===== src/rtl/postwr_pkg.sv =====
package postwr_pkg;
  typedef enum logic [2:0] {
    OP_NOP = 3'd0,
    OP_ACT = 3'd1,
    OP_RD  = 3'd2,
    OP_WR  = 3'd3,
    OP_PRE = 3'd4
  } op_e;

  localparam int MAXP = 4;                 // pairs in the longest burst
  localparam int PW   = $clog2(MAXP) + 1;  // width of a pair count

  // Pairs that a cut at distance 'age' from the write leaves unwritten.
  function automatic logic [MAXP-1:0] cut_mask(input int age, input int pairs, input int lim);
    logic [MAXP-1:0] m;
    m = '0;
    for (int i = 0; i < MAXP; i++)
      m[i] = ((i + 1) <= pairs) && ((i + 1 + lim) > age);
    return m;
  endfunction
endpackage


===== src/rtl/postwr_cfg.sv =====
module postwr_cfg import postwr_pkg::*; #(
  parameter int CW = 4
) (
  input  logic          clk,
  input  logic          rst_n,
  input  logic          load,
  input  logic          idle,
  input  logic [CW-1:0] in_wtr,
  input  logic [CW-1:0] in_wr,
  input  logic [CW-1:0] in_rp,
  input  logic [1:0]    in_bl,
  output logic [CW-1:0] t_wtr,
  output logic [CW-1:0] t_wr,
  output logic [CW-1:0] t_rp,
  output logic [PW-1:0] pairs
);
  logic [1:0] bl_q;

  function automatic logic [CW-1:0] at_least_one(input logic [CW-1:0] v);
    return (v == '0) ? CW'(1) : v;
  endfunction

  always_ff @(posedge clk) begin
    if (!rst_n) begin
      t_wtr <= CW'(2);
      t_wr  <= CW'(3);
      t_rp  <= CW'(3);
      bl_q  <= 2'd1;
    end else if (load && idle) begin
      t_wtr <= at_least_one(in_wtr);
      t_wr  <= at_least_one(in_wr);
      t_rp  <= at_least_one(in_rp);
      bl_q  <= in_bl;
    end
  end

  always_comb begin
    case (bl_q)
      2'd0:    pairs = PW'(1);
      2'd1:    pairs = PW'(2);
      default: pairs = PW'(MAXP);
    endcase
  end
endmodule


===== src/rtl/postwr_rdwin.sv =====
module postwr_rdwin import postwr_pkg::*; #(
  parameter int CW = 4,
  parameter int AW = CW + 2
) (
  input  logic          clk,
  input  logic          rst_n,
  input  logic          wr_go,
  input  logic          rd_go,
  input  logic [PW-1:0] pairs,
  input  logic [CW-1:0] t_wtr,
  output logic          ok,
  output logic          cut,
  output logic          quiet,
  output logic [AW-1:0] age
);
  localparam logic [AW-1:0] SAT = '1;
  logic          seen;
  logic [AW-1:0] lim;

  assign lim = AW'(pairs) + AW'(t_wtr);

  always_ff @(posedge clk) begin
    if (!rst_n) begin
      age  <= '0;
      seen <= 1'b0;
    end else begin
      if (wr_go) begin
        age  <= AW'(1);
        seen <= 1'b1;
      end else begin
        if (age != SAT) age <= age + 1'b1;
        if (rd_go) seen <= 1'b0;
      end
    end
  end

  assign ok    = !seen || (age >= lim);
  assign cut   = seen && (age < lim);
  assign quiet = !seen;
endmodule


===== src/rtl/postwr_bank.sv =====
module postwr_bank import postwr_pkg::*; #(
  parameter int CW = 4,
  parameter int AW = CW + 2
) (
  input  logic          clk,
  input  logic          rst_n,
  input  logic          wr_hit,
  input  logic          pre_hit,
  input  logic          ap,
  input  logic [PW-1:0] pairs,
  input  logic [CW-1:0] t_wr,
  input  logic [CW-1:0] t_rp,
  output logic          free,
  output logic          pre_ok,
  output logic          cut,
  output logic          quiet,
  output logic [AW-1:0] age
);
  localparam logic [AW-1:0] SAT = '1;
  logic          seen, ap_pend;
  logic [CW-1:0] rp_cnt;
  logic [AW-1:0] lim;

  assign lim = AW'(pairs) + AW'(t_wr);

  always_ff @(posedge clk) begin
    if (!rst_n) begin
      age     <= '0;
      seen    <= 1'b0;
      ap_pend <= 1'b0;
      rp_cnt  <= '0;
    end else begin
      if (wr_hit) begin
        age     <= AW'(1);
        seen    <= 1'b1;
        ap_pend <= ap;
      end else if (age != SAT) begin
        age <= age + 1'b1;
      end
      if (pre_hit) begin
        seen   <= 1'b0;
        rp_cnt <= t_rp - 1'b1;
      end else if (ap_pend && (age == lim)) begin
        // automatic close at end of data plus write recovery
        ap_pend <= 1'b0;
        seen    <= 1'b0;
        rp_cnt  <= t_rp - 1'b1;
      end else if (rp_cnt != '0) begin
        rp_cnt <= rp_cnt - 1'b1;
      end
    end
  end

  assign free   = !ap_pend && (rp_cnt == '0);
  assign pre_ok = free && (!seen || (age >= lim));
  assign cut    = seen && (age < lim);
  assign quiet  = free && !seen;
endmodule


===== src/rtl/postwr_guard.sv =====
module postwr_guard import postwr_pkg::*; #(
  parameter  int NBANK = 4,
  parameter  int CW    = 4,
  localparam int BW    = $clog2(NBANK)
) (
  input  logic             clk,
  input  logic             rst_n,
  input  logic [2:0]       cmd_op,
  input  logic [BW-1:0]    cmd_bank,
  input  logic             cmd_ap,
  input  logic             cfg_load,
  input  logic [CW-1:0]    cfg_wtr,
  input  logic [CW-1:0]    cfg_wr,
  input  logic [CW-1:0]    cfg_rp,
  input  logic [1:0]       cfg_bl,
  output logic             rd_allow,
  output logic [NBANK-1:0] pre_allow,
  output logic [NBANK-1:0] bank_free,
  output logic             viol,
  output logic [BW-1:0]    viol_bank,
  output logic [2:0]       viol_op,
  output logic             trunc_valid,
  output logic [MAXP-1:0]  trunc_mask
);
  localparam int AW = CW + 2;

  logic [CW-1:0]    t_wtr, t_wr, t_rp;
  logic [PW-1:0]    pairs;
  logic             is_cmd, bad, go, idle;
  logic             rd_cut, rd_quiet;
  logic [AW-1:0]    g_age;
  logic [NBANK-1:0] b_cut, b_quiet;
  logic [AW-1:0]    b_age [NBANK];
  logic             cut_any;
  logic [MAXP-1:0]  cut_m;

  assign is_cmd = (cmd_op == OP_ACT) || (cmd_op == OP_RD) ||
                  (cmd_op == OP_WR)  || (cmd_op == OP_PRE);
  assign bad    = is_cmd && !bank_free[cmd_bank];
  assign go     = is_cmd && bank_free[cmd_bank];
  assign idle   = (cmd_op == OP_NOP) && rd_quiet && (&b_quiet);

  postwr_cfg #(.CW(CW)) u_cfg (
    .clk(clk), .rst_n(rst_n), .load(cfg_load), .idle(idle),
    .in_wtr(cfg_wtr), .in_wr(cfg_wr), .in_rp(cfg_rp), .in_bl(cfg_bl),
    .t_wtr(t_wtr), .t_wr(t_wr), .t_rp(t_rp), .pairs(pairs)
  );

  postwr_rdwin #(.CW(CW), .AW(AW)) u_rdwin (
    .clk(clk), .rst_n(rst_n),
    .wr_go(go && (cmd_op == OP_WR)), .rd_go(go && (cmd_op == OP_RD)),
    .pairs(pairs), .t_wtr(t_wtr),
    .ok(rd_allow), .cut(rd_cut), .quiet(rd_quiet), .age(g_age)
  );

  for (genvar b = 0; b < NBANK; b++) begin : g_bank
    logic hit;
    assign hit = go && (cmd_bank == BW'(b));
    postwr_bank #(.CW(CW), .AW(AW)) u_bank (
      .clk(clk), .rst_n(rst_n),
      .wr_hit(hit && (cmd_op == OP_WR)), .pre_hit(hit && (cmd_op == OP_PRE)),
      .ap(cmd_ap), .pairs(pairs), .t_wr(t_wr), .t_rp(t_rp),
      .free(bank_free[b]), .pre_ok(pre_allow[b]), .cut(b_cut[b]),
      .quiet(b_quiet[b]), .age(b_age[b])
    );
  end

  always_comb begin
    cut_any = 1'b0;
    cut_m   = '0;
    if (go && (cmd_op == OP_RD) && rd_cut) begin
      cut_any = 1'b1;
      cut_m   = cut_mask(int'(g_age), int'(pairs), int'(t_wtr));
    end else if (go && (cmd_op == OP_PRE) && b_cut[cmd_bank]) begin
      cut_any = 1'b1;
      cut_m   = cut_mask(int'(b_age[cmd_bank]), int'(pairs), int'(t_wr));
    end
  end

  always_ff @(posedge clk) begin
    if (!rst_n) begin
      viol        <= 1'b0;
      viol_bank   <= '0;
      viol_op     <= '0;
      trunc_valid <= 1'b0;
      trunc_mask  <= '0;
    end else begin
      viol        <= bad;
      trunc_valid <= cut_any;
      trunc_mask  <= cut_m;
      if (bad) begin
        viol_bank <= cmd_bank;
        viol_op   <= cmd_op;
      end
    end
  end
endmodule


===== config.mk =====
export PLATFORM = sky130hd
export DESIGN_NAME = postwr_guard
export DESIGN_NICKNAME = d
export VERILOG_FILES = /design/src/rtl/postwr_pkg.sv /design/src/rtl/postwr_cfg.sv /design/src/rtl/postwr_rdwin.sv /design/src/rtl/postwr_bank.sv /design/src/rtl/postwr_guard.sv
export SDC_FILE = /design/constraint.sdc
export NUM_CORES = 1
export LEC_CHECK = 0
export ABC_AREA = 1
export ABC_CLOCK_PERIOD_IN_PS = 4200
export BUFFER_PORTS_ARGS = -buffer_cell sky130_fd_sc_hd__buf_4
export CORE_ASPECT_RATIO = 0.6
export CORE_MARGIN = 4
export CORE_UTILIZATION = 60
export DETAILED_ROUTE_END_ITERATION = 8
export GPL_ROUTABILITY_DRIVEN = 0
export PLACE_DENSITY = 0.79
export SYNTH_ARGS = -nofsm -noshare
export SYNTH_HDL_FRONTEND = slang
export SYNTH_HIERARCHICAL = 1
export SYNTH_SLANG_ARGS = --single-unit

===== constraint.sdc =====
create_clock -name clk -period 4.2 [get_ports clk]
set_input_delay 0.21 -clock clk [delete_from_list [all_inputs] [get_ports clk]]
set_output_delay 0.21 -clock clk [all_outputs]
set_load 0.02 [all_outputs]

; After elaboration in Yosys (flattened, before gate mapping)
; Cells that the tools add are included.
[word_totals]
in_bits = 23
ff_bits = 80
[classes]
reduce_logical = 103
n_mux = 51
n_bitwise = 2
order_cmp = 24
add_sub_neg = 20
n_eq_ne = 17
[op_table]
columns = op, n
row1 = two-way mux 4 bit, 17
row2 = logical AND 1 bit, 51
row3 = > comparator 5 x 6 -> 1 bit, 8
row4 = adder 6 x 1 -> 6 bit (second input constant), 5
row5 = >= comparator 6 x 5 -> 1 bit, 5
row6 = < comparator 6 x 5 -> 1 bit, 5
row7 = inequality test 6 bit (second input constant), 5
row8 = zero test 4 bit, 7
row9 = two-way mux 1 bit, 28
row10 = == test 6 x 5 -> 1 bit, 4
row11 = adder 2 x 4 -> 5 bit (first input constant), 4
row12 = subtractor 4 x 1 -> 4 bit (second input constant), 5
row13 = nonzero test 4 bit, 4
row14 = binary-select mux 6 bit (select 2 bit), 1
row15 = two-way mux 6 bit, 2
row16 = nonzero test 2 bit, 6
row17 = nonzero test 3 bit, 4
row18 = OR reduction 3 bit, 4
row19 = adder 1 x 4 -> 5 bit (first input constant), 2
row20 = adder 3 x 4 -> 5 bit, 2
row21 = adder 3 x 4 -> 5 bit (first input constant), 2
row22 = zero test 1 bit, 10
row23 = OR reduction 2 bit, 5
row24 = logical OR 1 bit, 8
row25 = other kinds (17), 23

; Logic depth before layout (Yosys ltp)
[depth]
word_depth = 10
mapped_depth = 19
depth_no_buf = 19

; By module
; The synthesis kept the hierarchy.
[by_module_without_submodules]
columns = module, area_each_um2, cells_per_inst, seq_area_each_um2, n_inst
row1 = postwr_bank at g_bank[0].u_bank ..., 938.4, 134, 240.2, 3
row2 = postwr_guard, 2068.2, 326, 220.2, 1
row3 = postwr_bank at g_bank[3].u_bank, 949.7, 133, 240.2, 1
row4 = postwr_rdwin, 559.3, 79, 140.1, 1
row5 = postwr_cfg, 555.5, 74, 280.3, 1

; Least setup slack after synthesis
; Ideal clock, no wire load.
[synth_timing]
path_kind = reg-to-reg
start = reg u_cfg.bl_q[0]
end = reg trunc_mask[1]
slack_ns = 1.250
setup_time_ns = 0.065
required_ns = 4.135
stages_incl_launch_ff = 19
arrival_time_ns = 2.885
path_cell_list = dfxtp_1 inv_1 nor2_1 ha_1 nand3_1 nand3_1 xnor2_1 ha_1 a21o_1 a21oi_1 and2_1 nand2_1 nand2_1 nand2_1 nand3_1 nand3_1 nor2_1 nor2_1 nor2_1
[synth_via]
elab_chain_len = 10
[synth_rtl]
columns = element, line_no
row1 = start: declaration, postwr_cfg.sv:17  ; logic [1:0] bl_q;
row2 = start signal: assignment, postwr_cfg.sv:33  ; bl_q <= in_bl;
row3 = == test 2 x 1 -> 1 bit or zero test 2 bit (tied branches), postwr_cfg.sv:38  ; case (bl_q)
row4 = one-hot mux 3 bit (2 select lines) *, postwr_cfg.sv:38
row5 = named net pairs[1], postwr_guard.sv:28  ; logic [PW-1:0] pairs;
row6 = adder 3 x 4 -> 5 bit *, postwr_bank.sv:24  ; assign lim = AW'(pairs) + AW'(t_wr);
row7 = < comparator 6 x 5 -> 1 bit *, postwr_bank.sv:56  ; assign cut = seen && (age < lim);
row8 = logical AND 1 bit *, postwr_bank.sv:56
row9 = named net b_cut[1], postwr_guard.sv:32  ; logic [NBANK-1:0] b_cut, b_quiet;
row10 = binary-select mux 1 bit (select 2 bit) *, postwr_guard.sv:74  ; end else if (go && (cmd_op == OP_PRE) && b_cut[cmd_bank]) begin
row11 = two-way mux 1 bit (not written as such) *, postwr_guard.sv:74
row12 = logical AND 1 bit *, postwr_guard.sv:74
row13 = two-way mux 4 bit *, postwr_guard.sv:74
row14 = two-way mux 4 bit *, postwr_guard.sv:71  ; if (go && (cmd_op == OP_RD) && rd_cut) begin
row15 = end signal: assignment, postwr_guard.sv:90  ; trunc_mask <= cut_m;
row16 = end: declaration, postwr_guard.sv:23  ; output logic [MAXP-1:0] trunc_mask
; The timed path passes the listed nets; every way through them passes the cells marked *. The select of a mux whose other input is x is not followed.
; A chain may end at the register's enable or synchronous reset.

; Final worst setup path
[layout_timing]
start = reg u_cfg.bl_q[1]
end = out pre_allow[3]
[layout_via]
elab_chain_len = 6
[layout_rtl]
columns = element, line_no
row1 = == test 2 x 1 -> 1 bit or zero test 2 bit (tied branches), postwr_cfg.sv:38
row2 = one-hot mux 3 bit (2 select lines) *, postwr_cfg.sv:38
row3 = named net pairs[1], postwr_guard.sv:28
row4 = adder 3 x 4 -> 5 bit *, postwr_bank.sv:24
row5 = >= comparator 6 x 5 -> 1 bit *, postwr_bank.sv:55  ; assign pre_ok = free && (!seen || (age >= lim));
row6 = logical OR 1 bit *, postwr_bank.sv:55
row7 = logical AND 1 bit *, postwr_bank.sv:55
row8 = end: declaration, postwr_guard.sv:17  ; output logic [NBANK-1:0] pre_allow,
; The timed path passes the listed nets; every way through them passes the cells marked *.

==> results.py <==
metrics = {
    "yosys": {
        "synthSimpleGateAreaFrac_pct": 30.8,
        "synthMostInstantiatedCell": "nand2_1",
        "synth_largest_area_cell": "dfxtp_1",
        "synth-seq-cells": 80,
        "syn_area_per_cell_um2": 6.85,
        "synth_top_family_by_area": "simple AND/OR/NAND/NOR gates",
        "synthesis.nets": 1146,
        "synth_enable_flop_cells": 0,
        "synth_top_cell_area_share_pct": 23.1,
        "yosys_warnings": 6,
        "synth_commonest_cells": "203 x nand2_1, 157 x inv_1, 136 x nor2_1, 104 x ha_1, 80 x dfxtp_1",
        "synth_xor_area_share_pct": 5.04,
        "yosys.area_share.adder_pct": 20.2,
        "synth-compound-area-share_pct": 9.76,
        "synth_area_mm2": 0.00695,
        "synthArstFlopShare_pct": 0,
        "synth_cell_types": 40,
        "synth_ff_type": "dfxtp_1",
        "yosysSeqAreaShare_pct": 23.1,
        "synth_area_leaders": "dfxtp_1 23%, ha_1 19%, nand2_1 11%, inv_1 8.5%, nor2_1 7.3%",
        "synth_cells": 1014,
        "synthMuxAreaShare_pct": 0.936,
    },
    "critical_path": {
        "start_kind": "register",
        "crit_fanout": 12,
        "worstPathRequired_ns": 3.99,
        "arrival_ns": 3.49,
        "crit_path_end_kind": "output pin",
        "path_class": "reg -> out",
    },
    "route": {
        "dr_total_vias": 6512,
        "drcViolationCount": 0,
        "wire_per_inst_um": 14.3,
        "final_antenna_net_count": 0,
        "drt_iter0_drc": 518,
        "dr.pass1.iters": 5,
        "via_per_inst": 5.31,
        "drt-total-wl_um": 17500,
    },
    "clocking": {
        "clkLatencyLatePin_ns": 0.35,
        "postCtsHoldBufs": 0,
        "clockRootBuffer": "clkbuf_16",
        "clk_pin_slew_ns": 0.07,
        "clk_path_buf_depth": 2,
        "h-tree-depth": 3,
        "cts_buffers": 9,
        "post_cts_buffers": 0,
        "cts_tree": "built",
        "cts_resized": 0,
        "clock_sinks": 80,
    },
    "placed_design": {
        "dp_hpwl_um": 13900,
        "io_buffers": 42,
        "place_area_mm2": 0.00742,
    },
    "final_layout": {
        "synthToLayoutAreaGrowth_pct": 11.7,
        "layout.nets": 1193,
        "fin_area_mm2": 0.00776,
        "diodes": 0,
        "drive_above_1_share_pct": 11.4,
        "num-fill-cells": 993,
    },
    "die": {
        "fp.dieH_um": 91.4,
        "rows": 30,
        "core_mm2": 0.0113,
        "io_pins": 43,
        "die_w_um": 147,
        "die_area_mm2": 0.0134,
        "start_util_pct": 61.5,
    },
    "sta": {
        "timing.hold.ws_ns": 0.0692,
        "finalHoldViolCount": 0,
        "fin_crit_sh_pct": 88.1,
        "rsz0062_at_grt": "no",
        "max_freq_ghz": 0.270,
        "finalMaxSlewViolations": 0,
        "min_period_ns": 3.70,
        "slew_headroom_pct": 24.2,
        "setup_tns_ns": 0,
        "worstMarginPinSlew_ns": 1.13,
        "skew_ns": 0.0104,
        "setup_viol_count_final": 0,
    },
    "grt": {
        "grt_max_degree": 37,
        "grt_overflow": 0,
        "antenna_found_initial": 0,
        "grt_pass1_vias": 5873,
        "grt.total_usage_pct": 26.6,
        "grt_pass1_wl_um": 29000,
    },
    "pwr": {
        "irDropWorstVdd_v": 0.000303,
        "power_density_mw_per_mm2": 392,
        "p_leak_nw": 4.01,
        "p_total_mw": 3.04,
    },
    "flow_run": {
        "cap_viol_max_count": 0,
    },
    "status": {
        "status": "complete, no violations",
    },
    "hold_path": {
        "hold_class": "in -> reg",
    },
}
## sequential cells by signal, indices dropped and copies added (netlist names), 4 cells and up
register	cells
g_bank.u_bank/ap_pend	4
u_rdwin/age	6
trunc_mask	4
u_cfg/t_rp	4
g_bank.u_bank/rp_cnt	16
g_bank.u_bank/seen	4
g_bank.u_bank/age	24
u_cfg/t_wtr	4
u_cfg/t_wr	4
## layout make-up
class                   instances  area (µm²)  area share (%)
multi-input cells             751        4630            59.7
flip-flops and latches         80        1600            20.6
inverters                     177         673            8.67
repair buffers                 42         315            4.06
clock buffers                  10         239            3.08
well taps                     160         200            2.58
clock inverters                 6        97.6            1.26
## final timing paths
check,from,end,slack [ns],cells after the start
max reg2reg,u_cfg/bl_q[1],trunc_mask[2],0.60,15
min reg2reg,viol_op[0],viol_op[0],0.47,2
max,u_cfg/bl_q[1],pre_allow[3],0.50,12
min,cfg_rp[1],u_cfg/t_rp[1],0.07,3
## power breakdown
part           internal, mW  total (mW)  switching (mW)
sequential            0.857       0.942          0.0851
combinational         0.460        1.21           0.746
clock                 0.547       0.895           0.348
## layout by cell type (no fill, tap or decap), drive strengths merged, types with 10 or more instances in the layout
cell type / Yosys / final
nand2: 219 / 219
inv: 176 / 179
nor2: 149 / 149
ha: 104 / 104
dfxtp: 80 / 80
nand3: 66 / 66
a21oi: 52 / 52
buf: 4 / 42
o21ai: 24 / 24
xor2: 23 / 23
nor3: 18 / 18
xnor2: 17 / 17
nand4: 15 / 15
o21bai: 12 / 12
clkbuf: 2 / 10
## logic make-up after synthesis
group,count (synthesis)
AO/OA/AOI/OAI,115
XOR/XNOR,40
adder cells (fa/ha/maj),109
buffers and inverters,183
flip-flops,80
multiplexers,6
AND/OR/NAND/NOR,481
## routing by layer
| layer | share of wire [%] | GRT usage (%) |
|---|---|---|
| met1 | 53 | 42.6 |
| met2 | 38 | 36.3 |
| met3 | 7.4 | 5.04 |
| met4 | 1.1 | 5.19 |
| met5 | 0 | 0 |
## critical path, cell delays in order (launching register included)
cell and delay [ns]:
dfxtp_1 0.44, nor2_1 0.92, ha_1 0.39, nand3_1 0.08
nand3_1 0.08, xnor2_1 0.13, ha_1 0.32, a21o_1 0.18
a21oi_1 0.15, nand3_1 0.12, nand2_1 0.12, inv_1 0.05
buf_4 0.15
## metrics by stage
step	instances	worst slack (ns)	util (%)
after CTS	1226	0.491	68.7
after global routing	1226	0.232	68.7
after detailed placement	1210	0.643	65.7
after global placement	1210	0.761	65.7
final	1226	0.498	68.7
after floorplan	1014	1.25	-
(Power assumes the default switching activity.)
